$ cat config.mk
export PLATFORM = sky130hd
export DESIGN_NAME = bd_ring_dma
export DESIGN_NICKNAME = d
export VERILOG_FILES = /design/src/rtl/bd_ring_pkg.sv /design/src/rtl/bd_ring_arb.sv /design/src/rtl/bd_ring_rx.sv /design/src/rtl/bd_ring_tx.sv /design/src/rtl/bd_ring_dma.sv
export SDC_FILE = /design/constraint.sdc
export NUM_CORES = 1
export LEC_CHECK = 0
export ABC_AREA = 0
export BUFFER_PORTS_ARGS = -buffer_cell sky130_fd_sc_hd__buf_2
export CORE_ASPECT_RATIO = 0.7
export CORE_UTILIZATION = 55
export DETAILED_ROUTE_END_ITERATION = 8
export GPL_TIMING_DRIVEN = 0
export PLACE_DENSITY = 0.88
export SKIP_CTS_REPAIR_TIMING = 1
export SLEW_MARGIN = 30
export SYNTH_ARGS = -nofsm -noshare
export SYNTH_HDL_FRONTEND = slang
export SYNTH_SLANG_ARGS = --single-unit
$ cat constraint.sdc
create_clock -name clk -period 3.09 [get_ports clk]
set_input_delay 0.1545 -clock clk [delete_from_list [all_inputs] [get_ports clk]]
set_output_delay 0.1545 -clock clk [all_outputs]
set_load 0.02 [all_outputs]
$ cat src/rtl/bd_ring_pkg.sv
// Package: shared status-word layout and engine state encodings for the
// descriptor ring engine. Assumes a 32-bit status word per descriptor.
package bd_ring_pkg;
    localparam int ST_LEN_W   = 11;  // length field width, bits 10:0
    localparam int EN_BIT     = 11;  // ownership: 1 = hardware may use it
    localparam int WRAP_BIT   = 12;  // last descriptor of the ring
    localparam int RXE_LONG   = 13;
    localparam int RXE_ALIGN  = 14;
    localparam int RXE_OVR    = 15;
    localparam int RXE_CRC    = 16;
    localparam int TXE_LATE   = 13;
    localparam int TXE_UNDER  = 14;
    localparam int TXE_LIMIT  = 15;
    localparam int DESC_BYTES = 8;

    typedef enum logic [2:0] {
        R_IDLE, R_FETCH_ST, R_FETCH_AD, R_RECV, R_WDATA, R_WSTAT
    } rx_state_t;

    typedef enum logic [2:0] {
        T_IDLE, T_FETCH_ST, T_FETCH_AD, T_RDATA, T_SEND, T_WSTAT
    } tx_state_t;
endpackage

$ cat src/rtl/bd_ring_arb.sv
// Two-way arbiter for the shared memory port. Port A (receive) wins when
// both ask in the same idle cycle. Once a request is issued, the grant is
// locked to its owner until mem_ack. Assumes each requester holds its
// request stable until acknowledged.
module bd_ring_arb (
    input  logic        clk,
    input  logic        rst_n,
    input  logic        a_req,
    input  logic        a_we,
    input  logic [31:0] a_addr,
    input  logic [31:0] a_wdata,
    output logic        a_ack,
    input  logic        b_req,
    input  logic        b_we,
    input  logic [31:0] b_addr,
    input  logic [31:0] b_wdata,
    output logic        b_ack,
    output logic        mem_req,
    output logic        mem_we,
    output logic [31:0] mem_addr,
    output logic [31:0] mem_wdata,
    input  logic        mem_ack
);
    logic busy_q;
    logic own_b_q;
    logic pick_b;

    // Select the owner: locked while busy, else A has priority.
    always_comb begin
        pick_b    = busy_q ? own_b_q : !a_req;
        mem_req   = pick_b ? b_req   : a_req;
        mem_we    = pick_b ? b_we    : a_we;
        mem_addr  = pick_b ? b_addr  : a_addr;
        mem_wdata = pick_b ? b_wdata : a_wdata;
        a_ack     = mem_ack && !pick_b;
        b_ack     = mem_ack && pick_b;
    end

    // Track an outstanding request and its owner.
    always_ff @(posedge clk) begin
        if (!rst_n) begin
            busy_q  <= 1'b0;
            own_b_q <= 1'b0;
        end else if (mem_ack) begin
            busy_q  <= 1'b0;
        end else if (mem_req) begin
            busy_q  <= 1'b1;
            own_b_q <= pick_b;
        end
    end

    p_req_hold_r13: assert property (@(posedge clk) disable iff (!rst_n)
        (mem_req && !mem_ack) |=> (mem_req && $stable(mem_addr) &&
                                   $stable(mem_we) && $stable(mem_wdata)));
endmodule

$ cat src/rtl/bd_ring_rx.sv
// Receive descriptor engine. Fetches the status and buffer words of the
// current descriptor, packs incoming bytes little-endian into buffer
// words, then writes the status back as the frame's last memory write.
// Assumes word-aligned buffers and MAX_FRAME below 2^ST_LEN_W.
module bd_ring_rx
    import bd_ring_pkg::*;
#(
    parameter int MAX_FRAME = 1518
) (
    input  logic        clk,
    input  logic        rst_n,
    input  logic        ptr_wr,
    input  logic [31:0] ptr_wdata,
    input  logic        en_set,
    output logic        en,
    output logic [31:0] ptr_cur,
    input  logic        rx_valid,
    input  logic [7:0]  rx_data,
    input  logic        rx_last,
    input  logic [2:0]  rx_err,
    output logic        rx_ready,
    output logic        mem_req,
    output logic        mem_we,
    output logic [31:0] mem_addr,
    output logic [31:0] mem_wdata,
    input  logic        mem_ack,
    input  logic [31:0] mem_rdata
);
    localparam int OFF_W = ST_LEN_W + 2;
    localparam logic [ST_LEN_W-1:0] CAP = ST_LEN_W'(MAX_FRAME);

    rx_state_t            state_q;
    logic                 en_q;
    logic [31:0]          base_q, cur_q, buf_q;
    logic                 wrap_q;
    logic [OFF_W-1:0]     off_q;
    logic [ST_LEN_W-1:0]  cnt_q;
    logic [1:0]           lane_q;
    logic [31:0]          word_q;
    logic                 pend_q, started_q, mid_q, long_q, done_q;
    logic [2:0]           err_q;
    logic [31:0]          status_w;
    logic                 accept, store;

    // Status word written back: length, wrap kept, ownership cleared.
    always_comb begin
        status_w                = '0;
        status_w[ST_LEN_W-1:0]  = cnt_q;
        status_w[WRAP_BIT]      = wrap_q;
        status_w[RXE_LONG]      = long_q;
        status_w[RXE_ALIGN]     = err_q[0];
        status_w[RXE_OVR]       = err_q[1];
        status_w[RXE_CRC]       = err_q[2];
    end

    // Memory request and byte-side handshake decode.
    always_comb begin
        rx_ready  = (state_q == R_RECV) || (state_q == R_IDLE && !en_q);
        accept    = rx_valid && rx_ready;
        store     = cnt_q < CAP;
        mem_req   = (state_q == R_FETCH_ST) || (state_q == R_FETCH_AD) ||
                    (state_q == R_WDATA)    || (state_q == R_WSTAT);
        mem_we    = (state_q == R_WDATA) || (state_q == R_WSTAT);
        mem_wdata = (state_q == R_WDATA) ? word_q : status_w;
        case (state_q)
            R_FETCH_AD: mem_addr = cur_q + 32'd4;
            R_WDATA:    mem_addr = buf_q + {{(32-OFF_W){1'b0}}, off_q};
            default:    mem_addr = cur_q;
        endcase
    end

    // Frame-boundary tracker: set while a frame is part way through.
    always_ff @(posedge clk) begin
        if (!rst_n)       mid_q <= 1'b0;
        else if (accept)  mid_q <= !rx_last;
    end

    // Main receive state machine and its datapath registers.
    always_ff @(posedge clk) begin
        if (!rst_n) begin
            state_q <= R_IDLE;  en_q <= 1'b0;
            base_q <= '0;  cur_q <= '0;  buf_q <= '0;  wrap_q <= 1'b0;
            off_q <= '0;  cnt_q <= '0;  lane_q <= '0;  word_q <= '0;
            pend_q <= 1'b0;  started_q <= 1'b0;  long_q <= 1'b0;
            done_q <= 1'b0;  err_q <= '0;
        end else begin
            case (state_q)
                R_IDLE: if (en_q) begin
                    state_q <= R_FETCH_ST;
                    off_q <= '0;  cnt_q <= '0;  lane_q <= '0;  word_q <= '0;
                    pend_q <= 1'b0;  started_q <= 1'b0;  long_q <= 1'b0;
                    done_q <= 1'b0;  err_q <= '0;
                end
                R_FETCH_ST: if (mem_ack) begin
                    if (!mem_rdata[EN_BIT]) begin
                        en_q    <= 1'b0;
                        state_q <= R_IDLE;
                    end else begin
                        wrap_q  <= mem_rdata[WRAP_BIT];
                        state_q <= R_FETCH_AD;
                    end
                end
                R_FETCH_AD: if (mem_ack) begin
                    buf_q   <= mem_rdata;
                    state_q <= R_RECV;
                end
                R_RECV: if (rx_valid && !(!started_q && mid_q)) begin
                    started_q <= 1'b1;
                    if (store) begin
                        word_q[{lane_q, 3'b000} +: 8] <= rx_data;
                        lane_q <= lane_q + 2'd1;
                        cnt_q  <= cnt_q + ST_LEN_W'(1);
                        pend_q <= 1'b1;
                    end else begin
                        long_q <= 1'b1;
                    end
                    if (rx_last) begin
                        err_q   <= rx_err;
                        done_q  <= 1'b1;
                        state_q <= (store || pend_q) ? R_WDATA : R_WSTAT;
                    end else if (store && lane_q == 2'd3) begin
                        state_q <= R_WDATA;
                    end
                end
                R_WDATA: if (mem_ack) begin
                    off_q   <= off_q + OFF_W'(4);
                    word_q  <= '0;
                    lane_q  <= '0;
                    pend_q  <= 1'b0;
                    state_q <= done_q ? R_WSTAT : R_RECV;
                end
                R_WSTAT: if (mem_ack) begin
                    cur_q   <= wrap_q ? base_q : cur_q + 32'(DESC_BYTES);
                    state_q <= R_IDLE;
                end
                default: state_q <= R_IDLE;
            endcase
            if (ptr_wr) begin
                base_q <= ptr_wdata & 32'hFFFF_FFF8;
                cur_q  <= ptr_wdata & 32'hFFFF_FFF8;
            end
            if (en_set) en_q <= 1'b1;
        end
    end

    assign en      = en_q;
    assign ptr_cur = cur_q;

    p_wrap_base_r8: assert property (@(posedge clk) disable iff (!rst_n)
        (state_q == R_WSTAT && mem_ack && wrap_q && !ptr_wr) |=> (cur_q == base_q));
    p_stop_clear_r9: assert property (@(posedge clk) disable iff (!rst_n)
        (state_q == R_FETCH_ST && mem_ack && !mem_rdata[EN_BIT] && !en_set)
        |=> (!en_q && state_q == R_IDLE));
    p_off_quiet_r10: assert property (@(posedge clk) disable iff (!rst_n)
        (!en_q && state_q == R_IDLE) |-> (rx_ready && !mem_req));
    p_len_cap_r7: assert property (@(posedge clk) disable iff (!rst_n)
        cnt_q <= CAP);
    p_stat_after_data_r11: assert property (@(posedge clk) disable iff (!rst_n)
        (state_q == R_WSTAT) |-> !pend_q);
endmodule

$ cat src/rtl/bd_ring_tx.sv
// Transmit descriptor engine. Fetches the current descriptor, reads the
// buffer one word at a time, streams LEN bytes little-endian and then
// writes back the status with the ownership bit cleared. Assumes
// word-aligned buffers.
module bd_ring_tx
    import bd_ring_pkg::*;
(
    input  logic        clk,
    input  logic        rst_n,
    input  logic        ptr_wr,
    input  logic [31:0] ptr_wdata,
    input  logic        en_set,
    output logic        en,
    output logic [31:0] ptr_cur,
    output logic        tx_valid,
    output logic [7:0]  tx_data,
    output logic        tx_last,
    input  logic        tx_ready,
    input  logic [2:0]  tx_err,
    output logic        mem_req,
    output logic        mem_we,
    output logic [31:0] mem_addr,
    output logic [31:0] mem_wdata,
    input  logic        mem_ack,
    input  logic [31:0] mem_rdata
);
    localparam int OFF_W = ST_LEN_W + 2;

    tx_state_t            state_q;
    logic                 en_q;
    logic [31:0]          base_q, cur_q, buf_q;
    logic                 wrap_q;
    logic [ST_LEN_W-1:0]  len_q, sent_q;
    logic [OFF_W-1:0]     off_q;
    logic [1:0]           lane_q;
    logic [31:0]          word_q;
    logic [2:0]           err_q;
    logic [31:0]          status_w;

    // Writeback status: length and wrap kept, ownership cleared, errors.
    always_comb begin
        status_w                = '0;
        status_w[ST_LEN_W-1:0]  = len_q;
        status_w[WRAP_BIT]      = wrap_q;
        status_w[TXE_LATE]      = err_q[0];
        status_w[TXE_UNDER]     = err_q[1];
        status_w[TXE_LIMIT]     = err_q[2];
    end

    // Byte stream and memory request decode.
    always_comb begin
        tx_valid  = (state_q == T_SEND);
        tx_data   = word_q[{lane_q, 3'b000} +: 8];
        tx_last   = tx_valid && ((sent_q + ST_LEN_W'(1)) == len_q);
        mem_req   = (state_q == T_FETCH_ST) || (state_q == T_FETCH_AD) ||
                    (state_q == T_RDATA)    || (state_q == T_WSTAT);
        mem_we    = (state_q == T_WSTAT);
        mem_wdata = status_w;
        case (state_q)
            T_FETCH_AD: mem_addr = cur_q + 32'd4;
            T_RDATA:    mem_addr = buf_q + {{(32-OFF_W){1'b0}}, off_q};
            default:    mem_addr = cur_q;
        endcase
    end

    // Main transmit state machine and its datapath registers.
    always_ff @(posedge clk) begin
        if (!rst_n) begin
            state_q <= T_IDLE;  en_q <= 1'b0;
            base_q <= '0;  cur_q <= '0;  buf_q <= '0;  wrap_q <= 1'b0;
            len_q <= '0;  sent_q <= '0;  off_q <= '0;  lane_q <= '0;
            word_q <= '0;  err_q <= '0;
        end else begin
            case (state_q)
                T_IDLE: if (en_q) begin
                    state_q <= T_FETCH_ST;
                    sent_q <= '0;  off_q <= '0;  lane_q <= '0;  err_q <= '0;
                end
                T_FETCH_ST: if (mem_ack) begin
                    if (!mem_rdata[EN_BIT]) begin
                        en_q    <= 1'b0;
                        state_q <= T_IDLE;
                    end else begin
                        len_q   <= mem_rdata[ST_LEN_W-1:0];
                        wrap_q  <= mem_rdata[WRAP_BIT];
                        state_q <= T_FETCH_AD;
                    end
                end
                T_FETCH_AD: if (mem_ack) begin
                    buf_q   <= mem_rdata;
                    state_q <= (len_q == '0) ? T_WSTAT : T_RDATA;
                end
                T_RDATA: if (mem_ack) begin
                    word_q  <= mem_rdata;
                    off_q   <= off_q + OFF_W'(4);
                    state_q <= T_SEND;
                end
                T_SEND: if (tx_ready) begin
                    sent_q <= sent_q + ST_LEN_W'(1);
                    lane_q <= lane_q + 2'd1;
                    if (tx_last) begin
                        err_q   <= tx_err;
                        state_q <= T_WSTAT;
                    end else if (lane_q == 2'd3) begin
                        state_q <= T_RDATA;
                    end
                end
                T_WSTAT: if (mem_ack) begin
                    cur_q   <= wrap_q ? base_q : cur_q + 32'(DESC_BYTES);
                    state_q <= T_IDLE;
                end
                default: state_q <= T_IDLE;
            endcase
            if (ptr_wr) begin
                base_q <= ptr_wdata & 32'hFFFF_FFF8;
                cur_q  <= ptr_wdata & 32'hFFFF_FFF8;
            end
            if (en_set) en_q <= 1'b1;
        end
    end

    assign en      = en_q;
    assign ptr_cur = cur_q;

    p_byte_hold_r3: assert property (@(posedge clk) disable iff (!rst_n)
        (tx_valid && !tx_ready) |=> (tx_valid && $stable(tx_data) && $stable(tx_last)));
    p_tx_stop_r9: assert property (@(posedge clk) disable iff (!rst_n)
        (state_q == T_FETCH_ST && mem_ack && !mem_rdata[EN_BIT] && !en_set) |=> !en_q);
    p_tx_wrap_r8: assert property (@(posedge clk) disable iff (!rst_n)
        (state_q == T_WSTAT && mem_ack && wrap_q && !ptr_wr) |=> (cur_q == base_q));
endmodule

$ cat src/rtl/bd_ring_dma.sv
// Top of the descriptor ring engine: one receive engine, one transmit
// engine and an arbiter onto the single memory port. Assumes the memory
// holds mem_ack low until it can complete the request on the port.
module bd_ring_dma #(
    parameter int MAX_FRAME = 1518
) (
    input  logic        clk,
    input  logic        rst_n,
    input  logic        rx_ptr_wr,
    input  logic        tx_ptr_wr,
    input  logic [31:0] ptr_wdata,
    input  logic        rx_en_set,
    input  logic        tx_en_set,
    output logic        rx_en,
    output logic        tx_en,
    output logic [31:0] rx_ptr,
    output logic [31:0] tx_ptr,
    output logic        mem_req,
    output logic        mem_we,
    output logic [31:0] mem_addr,
    output logic [31:0] mem_wdata,
    input  logic        mem_ack,
    input  logic [31:0] mem_rdata,
    input  logic        rx_valid,
    input  logic [7:0]  rx_data,
    input  logic        rx_last,
    input  logic [2:0]  rx_err,
    output logic        rx_ready,
    output logic        tx_valid,
    output logic [7:0]  tx_data,
    output logic        tx_last,
    input  logic        tx_ready,
    input  logic [2:0]  tx_err
);
    logic        r_req, r_we, r_ack;
    logic [31:0] r_addr, r_wdata;
    logic        t_req, t_we, t_ack;
    logic [31:0] t_addr, t_wdata;

    bd_ring_rx #(.MAX_FRAME(MAX_FRAME)) u_rx (
        .clk(clk), .rst_n(rst_n), .ptr_wr(rx_ptr_wr), .ptr_wdata(ptr_wdata),
        .en_set(rx_en_set), .en(rx_en), .ptr_cur(rx_ptr),
        .rx_valid(rx_valid), .rx_data(rx_data), .rx_last(rx_last),
        .rx_err(rx_err), .rx_ready(rx_ready),
        .mem_req(r_req), .mem_we(r_we), .mem_addr(r_addr), .mem_wdata(r_wdata),
        .mem_ack(r_ack), .mem_rdata(mem_rdata)
    );

    bd_ring_tx u_tx (
        .clk(clk), .rst_n(rst_n), .ptr_wr(tx_ptr_wr), .ptr_wdata(ptr_wdata),
        .en_set(tx_en_set), .en(tx_en), .ptr_cur(tx_ptr),
        .tx_valid(tx_valid), .tx_data(tx_data), .tx_last(tx_last),
        .tx_ready(tx_ready), .tx_err(tx_err),
        .mem_req(t_req), .mem_we(t_we), .mem_addr(t_addr), .mem_wdata(t_wdata),
        .mem_ack(t_ack), .mem_rdata(mem_rdata)
    );

    bd_ring_arb u_arb (
        .clk(clk), .rst_n(rst_n),
        .a_req(r_req), .a_we(r_we), .a_addr(r_addr), .a_wdata(r_wdata), .a_ack(r_ack),
        .b_req(t_req), .b_we(t_we), .b_addr(t_addr), .b_wdata(t_wdata), .b_ack(t_ack),
        .mem_req(mem_req), .mem_we(mem_we), .mem_addr(mem_addr),
        .mem_wdata(mem_wdata), .mem_ack(mem_ack)
    );

    p_ack_needs_req_r13: assert property (@(posedge clk) disable iff (!rst_n)
        (r_ack || t_ack) |-> mem_req);
endmodule

# Word level (Yosys, flattened, before mapping)
# Index checks and enable logic that the tools add are counted.
# totals
register_bits,336
input_bits,88
out_inout_bits,143
elab_cells,242
# op_classes
addsub,13
order_cmp,1
n_eq_ne,33
shift,3
muxes,93
bitwise_logic,2
reduce_logical,65
# ops
op,count
32-bit two-way mux,15
32-bit one-hot mux with 2 select lines,2
32-bit one-hot mux with 3 select lines,1
3-bit two-way mux,24
32-bit by 13-bit adder with 32-bit output,2
32-bit by 3-bit adder with 32-bit output (second input constant),2
32-bit by 4-bit adder with 32-bit output (second input constant),2
11-bit two-way mux,5
13-bit two-way mux,4
13-bit one-hot mux with 2 select lines,2
11-bit one-hot mux with 2 select lines,2
3-bit one-hot mux with 6 select lines,2
32-bit bitwise mux,1
8-bit by 7-bit variable shift with 32-bit output (first input constant),1
32-bit by 6-bit variable part select with 8-bit output,1
8-bit by 7-bit variable part select with 32-bit output,1
13-bit by 3-bit adder with 13-bit output (second input constant),2
2-bit != test (second input constant),13
3-bit AND reduction,8
2-bit nonzero test,12
11-bit by 1-bit adder with 11-bit output (second input constant),2
1-bit two-way mux,20
2-bit AND reduction,8
4-bit AND reduction,4
27 further kinds,74

# Depth between registers and ports, before layout
# depth
word_depth,11
ltp_mapped,10
depth_no_buf,8

# Hierarchy
# From an unflattened synthesis, not the netlist that was laid out.
# hier_totals
cells_unflattened,2342
hier_area_um2,18604.1
# modules_own_cells
mod,n_inst,cells_per_inst,area_per_inst_um2,seq_area_each_um2
bd_ring_tx,1,1162,9235.1,3303.2
bd_ring_rx,1,1092,8464.4,3183.1
bd_ring_arb,1,88,904.6,40.0

# Least setup slack after synthesis
# Ideal clock, no wire load.
# synth_path
path_type,register to output
from,register u_tx.off_q[6]
to,output port mem_addr[29]
arrival_ns,2.519
required_time_ns,2.935
slack_ns,0.417
path_stages_with_launch,10
path_buffers,1
path_cell_list,dfxtp_1 > ha_1 > o21a_1 > o21ai_0 > o31ai_1 > buf_2 > nand3_1 > xnor2_1 > nor2_1 > o21ai_0
# synth_between
elab_chain_cells,3
# synth_lines
element,line_no,source
"start, declared",bd_ring_tx.sv:34,logic [OFF_W-1:0] off_q;
"start signal, assigned",bd_ring_tx.sv:95,off_q <= off_q + OFF_W'(4);
32-bit by 13-bit adder with 32-bit output,bd_ring_tx.sv:61,"T_RDATA: mem_addr = buf_q + {{(32-OFF_W){1'b0}}, off_q};"
32-bit one-hot mux with 2 select lines,bd_ring_tx.sv:59,case (state_q)
32-bit two-way mux,bd_ring_arb.sv:33,mem_addr = pick_b ? b_addr : a_addr;
"end, declared",bd_ring_dma.sv:20,"output logic [31:0] mem_addr,"
# Every way passes these cells.

# Worst setup path in the final report
# layout_path
from,register u_rx.state_q[2]
to,output port mem_addr[12]
# layout_between
elab_chain_cells,7
elab_cells_between_ends,11
cone_classes,4 x eq/ne; 3 x mux; 4 x reduce/logical
# layout_lines
element,line_no,source
"start, declared",bd_ring_rx.sv:32,rx_state_t state_q;
"start signal, assigned",bd_ring_rx.sv:120,state_q <= (store || pend_q) ? R_WDATA : R_WSTAT;
"start signal, assigned",bd_ring_rx.sv:130,state_q <= done_q ? R_WSTAT : R_RECV;
3-bit by 1-bit == test with 1-bit output or 3-bit by 2-bit == test with 1-bit output (tied branches),"bd_ring_rx.sv:61, bd_ring_rx.sv:65",
1-bit logical OR (2 in a row),bd_ring_rx.sv:61,mem_req = (state_q == R_FETCH_ST) || (state_q == R_FETCH_AD) ||
1-bit logical OR,bd_ring_rx.sv:62,(state_q == R_WDATA) || (state_q == R_WSTAT);
1-bit zero test,bd_ring_arb.sv:30,pick_b = busy_q ? own_b_q : !a_req;
1-bit two-way mux,bd_ring_arb.sv:30,
32-bit two-way mux (*),bd_ring_arb.sv:33,
# Mark *: on every way between the ends. The rest lies on a longest branch, timed or not.

==> results.ini <==
[placed_design]
place_inst = 2953
io_buffers = 219
placed_area_mm2 = 0.0193
place.gp.congestion = 1.03
place_hpwl_mm = 54.5

[timing]
fin_ws_ns = -0.0541
worst_slew_pin_slew_ns = 1.04
fin_skew_ns = 0.0303
finalHoldViolCount = 0
layout_worst_path_cycle_share_pct = 102
holdWs_ns = 0.0152
period_minus_slack_ns = 3.14
slew_violations = 0
slew_headroom_pct = 30.7
rsz0062_at_grt = true
setup_violations = 5
max_freq_ghz = 0.318

[floorplanning]
num_rows = 54
dieArea_mm2 = 0.0328
chipHeight_um = 152
dieWidth_um = 216
ios = 231
initial_core_util_pct = 56.3
core_mm2 = 0.0314

[finish]
final_area_mm2 = 0.0218
n_antenna_cell = 0
nets = 2786
layout_common_cells = 411 x nand2_1, 310 x dfxtp_1, 241 x a21oi_1
final_common_cell = nand2_1
drive_gt1_share_pct = 17.1
stdcell_count = 3106
n_fill_cell = 2542
area_delta_synth_final_pct = 23.6

[pwr]
power_density_mw_per_mm2 = 577
ir_drop_v = 0.000411
p_leak_nw = 8.66

[run_status]
status = finished with violations
violations = setup timing

[hold_path]
hp-class = in -> reg

[route]
dr.pass1.iters = 8
wl_per_cell_um = 23.8
via_count = 20471
vias_per_cell = 6.59
drtAntennaViolNets = 0
drt-total-wl_mm = 74.1
drtIter0Drc = 3222
drcViolationCount = 0

[worst_setup_path]
rr_worst_depth = 8
r2r_slack_ns = 0.16
path_max_fanout = 10
crit_path_max_incr_delay_ns = 0.42
required_ns = 2.94
start_kind = flop
regToRegStartpoint = u_rx.state_q[0]$_SDFFE_PN0P_
setup.worst_path.class = reg -> out
critical_path.endpoint = mem_addr[12]
rr_endpoint = u_rx.buf_q[13]$_SDFFE_PN0P_
critPathCaptureType = output pin
crit_chain = clkbuf_4, nor2b_4, and2b_1, clkbuf_4, nor2_1, a311oi_1, a21oi_1, nor4_4, buf_2
slowest_stage = dfxtp_1
cp.arrival_ns = 2.99
critPathLaunch = u_rx.state_q[2]$_SDFFE_PN0P_
worst_path_most_repeated_cell = clkbuf_4

[cts]
cts_sinks = 326
cts_buffer_depth = 3
htree_levels = 1
tritoncts = done
cts-root-buf = clkbuf_16
cts_made_buffers = 31
clk_pin_slew_ns = 0.07
clk_latency_ns = 0.61

[yosys]
yosysWarnings = 0
ys_dominant_reg_cell = dfxtp_1
syn-cell-area_mm2 = 0.0177
async_flop_share_pct = 0
synth_top_area_share_pct = 37.0
ys_seq_elements = 326
synth_seq_area_share_pct = 37.0
synth_edf_count = 0
ys_types = 77
syn_inst = 2309
synth.area.top_cells = dfxtp_1 37%, nand2_1 8.7%, a21oi_1 7.1%
synth_top_area_cell = dfxtp_1
synth.avg_cell_area_um2 = 7.65

[global_route]
grt_start_max_net_pins = 16
grt_pass1_vias = 17705
antenna_found_initial = 2
grt_pass1_wl_mm = 106
gr-usage-all-layers_pct = 41.8
gr-total-overflow = 0

[run]
timing.max_cap.violations = 0

==> per-stage QoR <==
step | TNS [ns] | power (mW) | util, % | setup WS, ns
after floorplan | 0 | 6.87 | - | 0.417
after global placement | -1.20 | 8.27 | 61.5 | -0.196
after detailed placement | -1.38 | 8.32 | 61.5 | -0.264
after CTS | -31.76 | 12.0 | 64.7 | -0.893
after global routing | -0.493 | 12.9 | 69.6 | -0.0699
final | -0.110 | 12.6 | 69.6 | -0.0541
==> report_power, final <==
group,internal [mW],total [mW],switching [mW]
clock,2.08,3.84,1.76
sequential,4.38,4.64,0.257
combinational,1.31,4.10,2.80
==> metal layers <==
layer	GRT usage (%)	up-vias	wire length, µm	share of wire, %
li1	-	8909	-	-
met1	59.8	9523	28600	39
met2	58.3	1729	30100	41
met3	12.5	306	11600	16
met4	16.8	4	3850	5.2
met5	0	-	25	0.034
==> state kept, by name, summed over array words and instances, names as in the netlist, 2 cells and up <==
register	flops
u_rx.lane_q	2
u_tx.len_q	11
u_rx.cnt_q	11
u_rx.err_q	3
u_tx.ptr_cur	29
u_rx.ptr_cur	29
u_rx.off_q	11
u_tx.sent_q	11
u_tx.lane_q	2
u_rx.state_q	3
u_rx.base_q	29
u_rx.word_q	32
u_tx.err_q	3
u_tx.state_q	3
u_rx.buf_q	32
u_tx.base_q	29
u_tx.buf_q	32
u_tx.word_q	32
u_tx.off_q	11
==> Yosys cell counts, types with 6 or more instances <==
cell	count
nand2_1	411
dfxtp_1	326
a21oi_1	249
nor2_1	233
clkbuf_1	127
nand3_1	98
o21ai_0	98
mux2i_1	67
and3_1	62
nand4_1	51
xnor2_1	48
xor2_1	43
o31ai_1	35
ha_1	34
nor3_1	33
a31oi_1	27
inv_1	23
and2_1	21
buf_2	21
o22ai_1	19
buf_1	15
a211oi_1	14
o221ai_1	14
a21o_1	13
and4_1	13
a221oi_1	12
a22oi_1	12
nand2b_1	12
nor4_1	12
o211a_1	11
a211o_1	10
a22o_1	10
or3_1	10
buf_4	9
mux2_2	9
o21a_1	9
mux4_2	8
nor2b_1	7
a31o_2	6
==> cell families after synthesis <==
kind of cell    after synthesis  synth area share (%)
xor+xnor                     91                  4.51
fa+ha+maj                    34                  2.41
compound gates              587                  20.6
simple gates                988                  25.4
other cells                   1                0.0212
buf+inv                     198                  4.63
mux                          84                  5.39
flops                       326                  37.0
==> worst min-delay path by stage <==
stage / startpoint / end / slack [ns] / cells after the start
floorplan: rx_valid / u_rx.mid_q$_SDFFE_PN0P_ / 0.26 / 1
global placement: tx_err[1] / u_tx.err_q[1]$_SDFFE_PN0P_ / 0.36 / 2
detailed placement: tx_err[1] / u_tx.err_q[1]$_SDFFE_PN0P_ / 0.36 / 2
CTS: tx_err[1] / u_tx.err_q[1]$_SDFFE_PN0P_ / -0.24 / 2
global route: mem_ack / u_rx.off_q[3]$_SDFFE_PN0P_ / 0.08 / 3
finish: mem_ack / u_rx.off_q[3]$_SDFFE_PN0P_ / 0.02 / 3
==> layout make-up <==
type | instances | area [µm²] | area share, %
multi-input combinational | 1790 | 10800 | 49.5
clock buffer | 39 | 836 | 3.83
timing repair buffer | 317 | 2080 | 9.52
clock inverter | 16 | 144 | 0.659
tap | 420 | 526 | 2.41
sequential | 326 | 6560 | 30.1
buffer | 174 | 786 | 3.60
inverter | 24 | 90.1 | 0.413
==> critical path: cells and delay by family, from the launching register on <==
family | cells | cell delay, ns
AND/OR/NAND/NOR | 4 | 0.79
buffers and inverters | 3 | 0.74
AO/OA/AOI/OAI | 2 | 0.43
flip-flops | 1 | 0.42
Power figures use the tool's default switching activity.
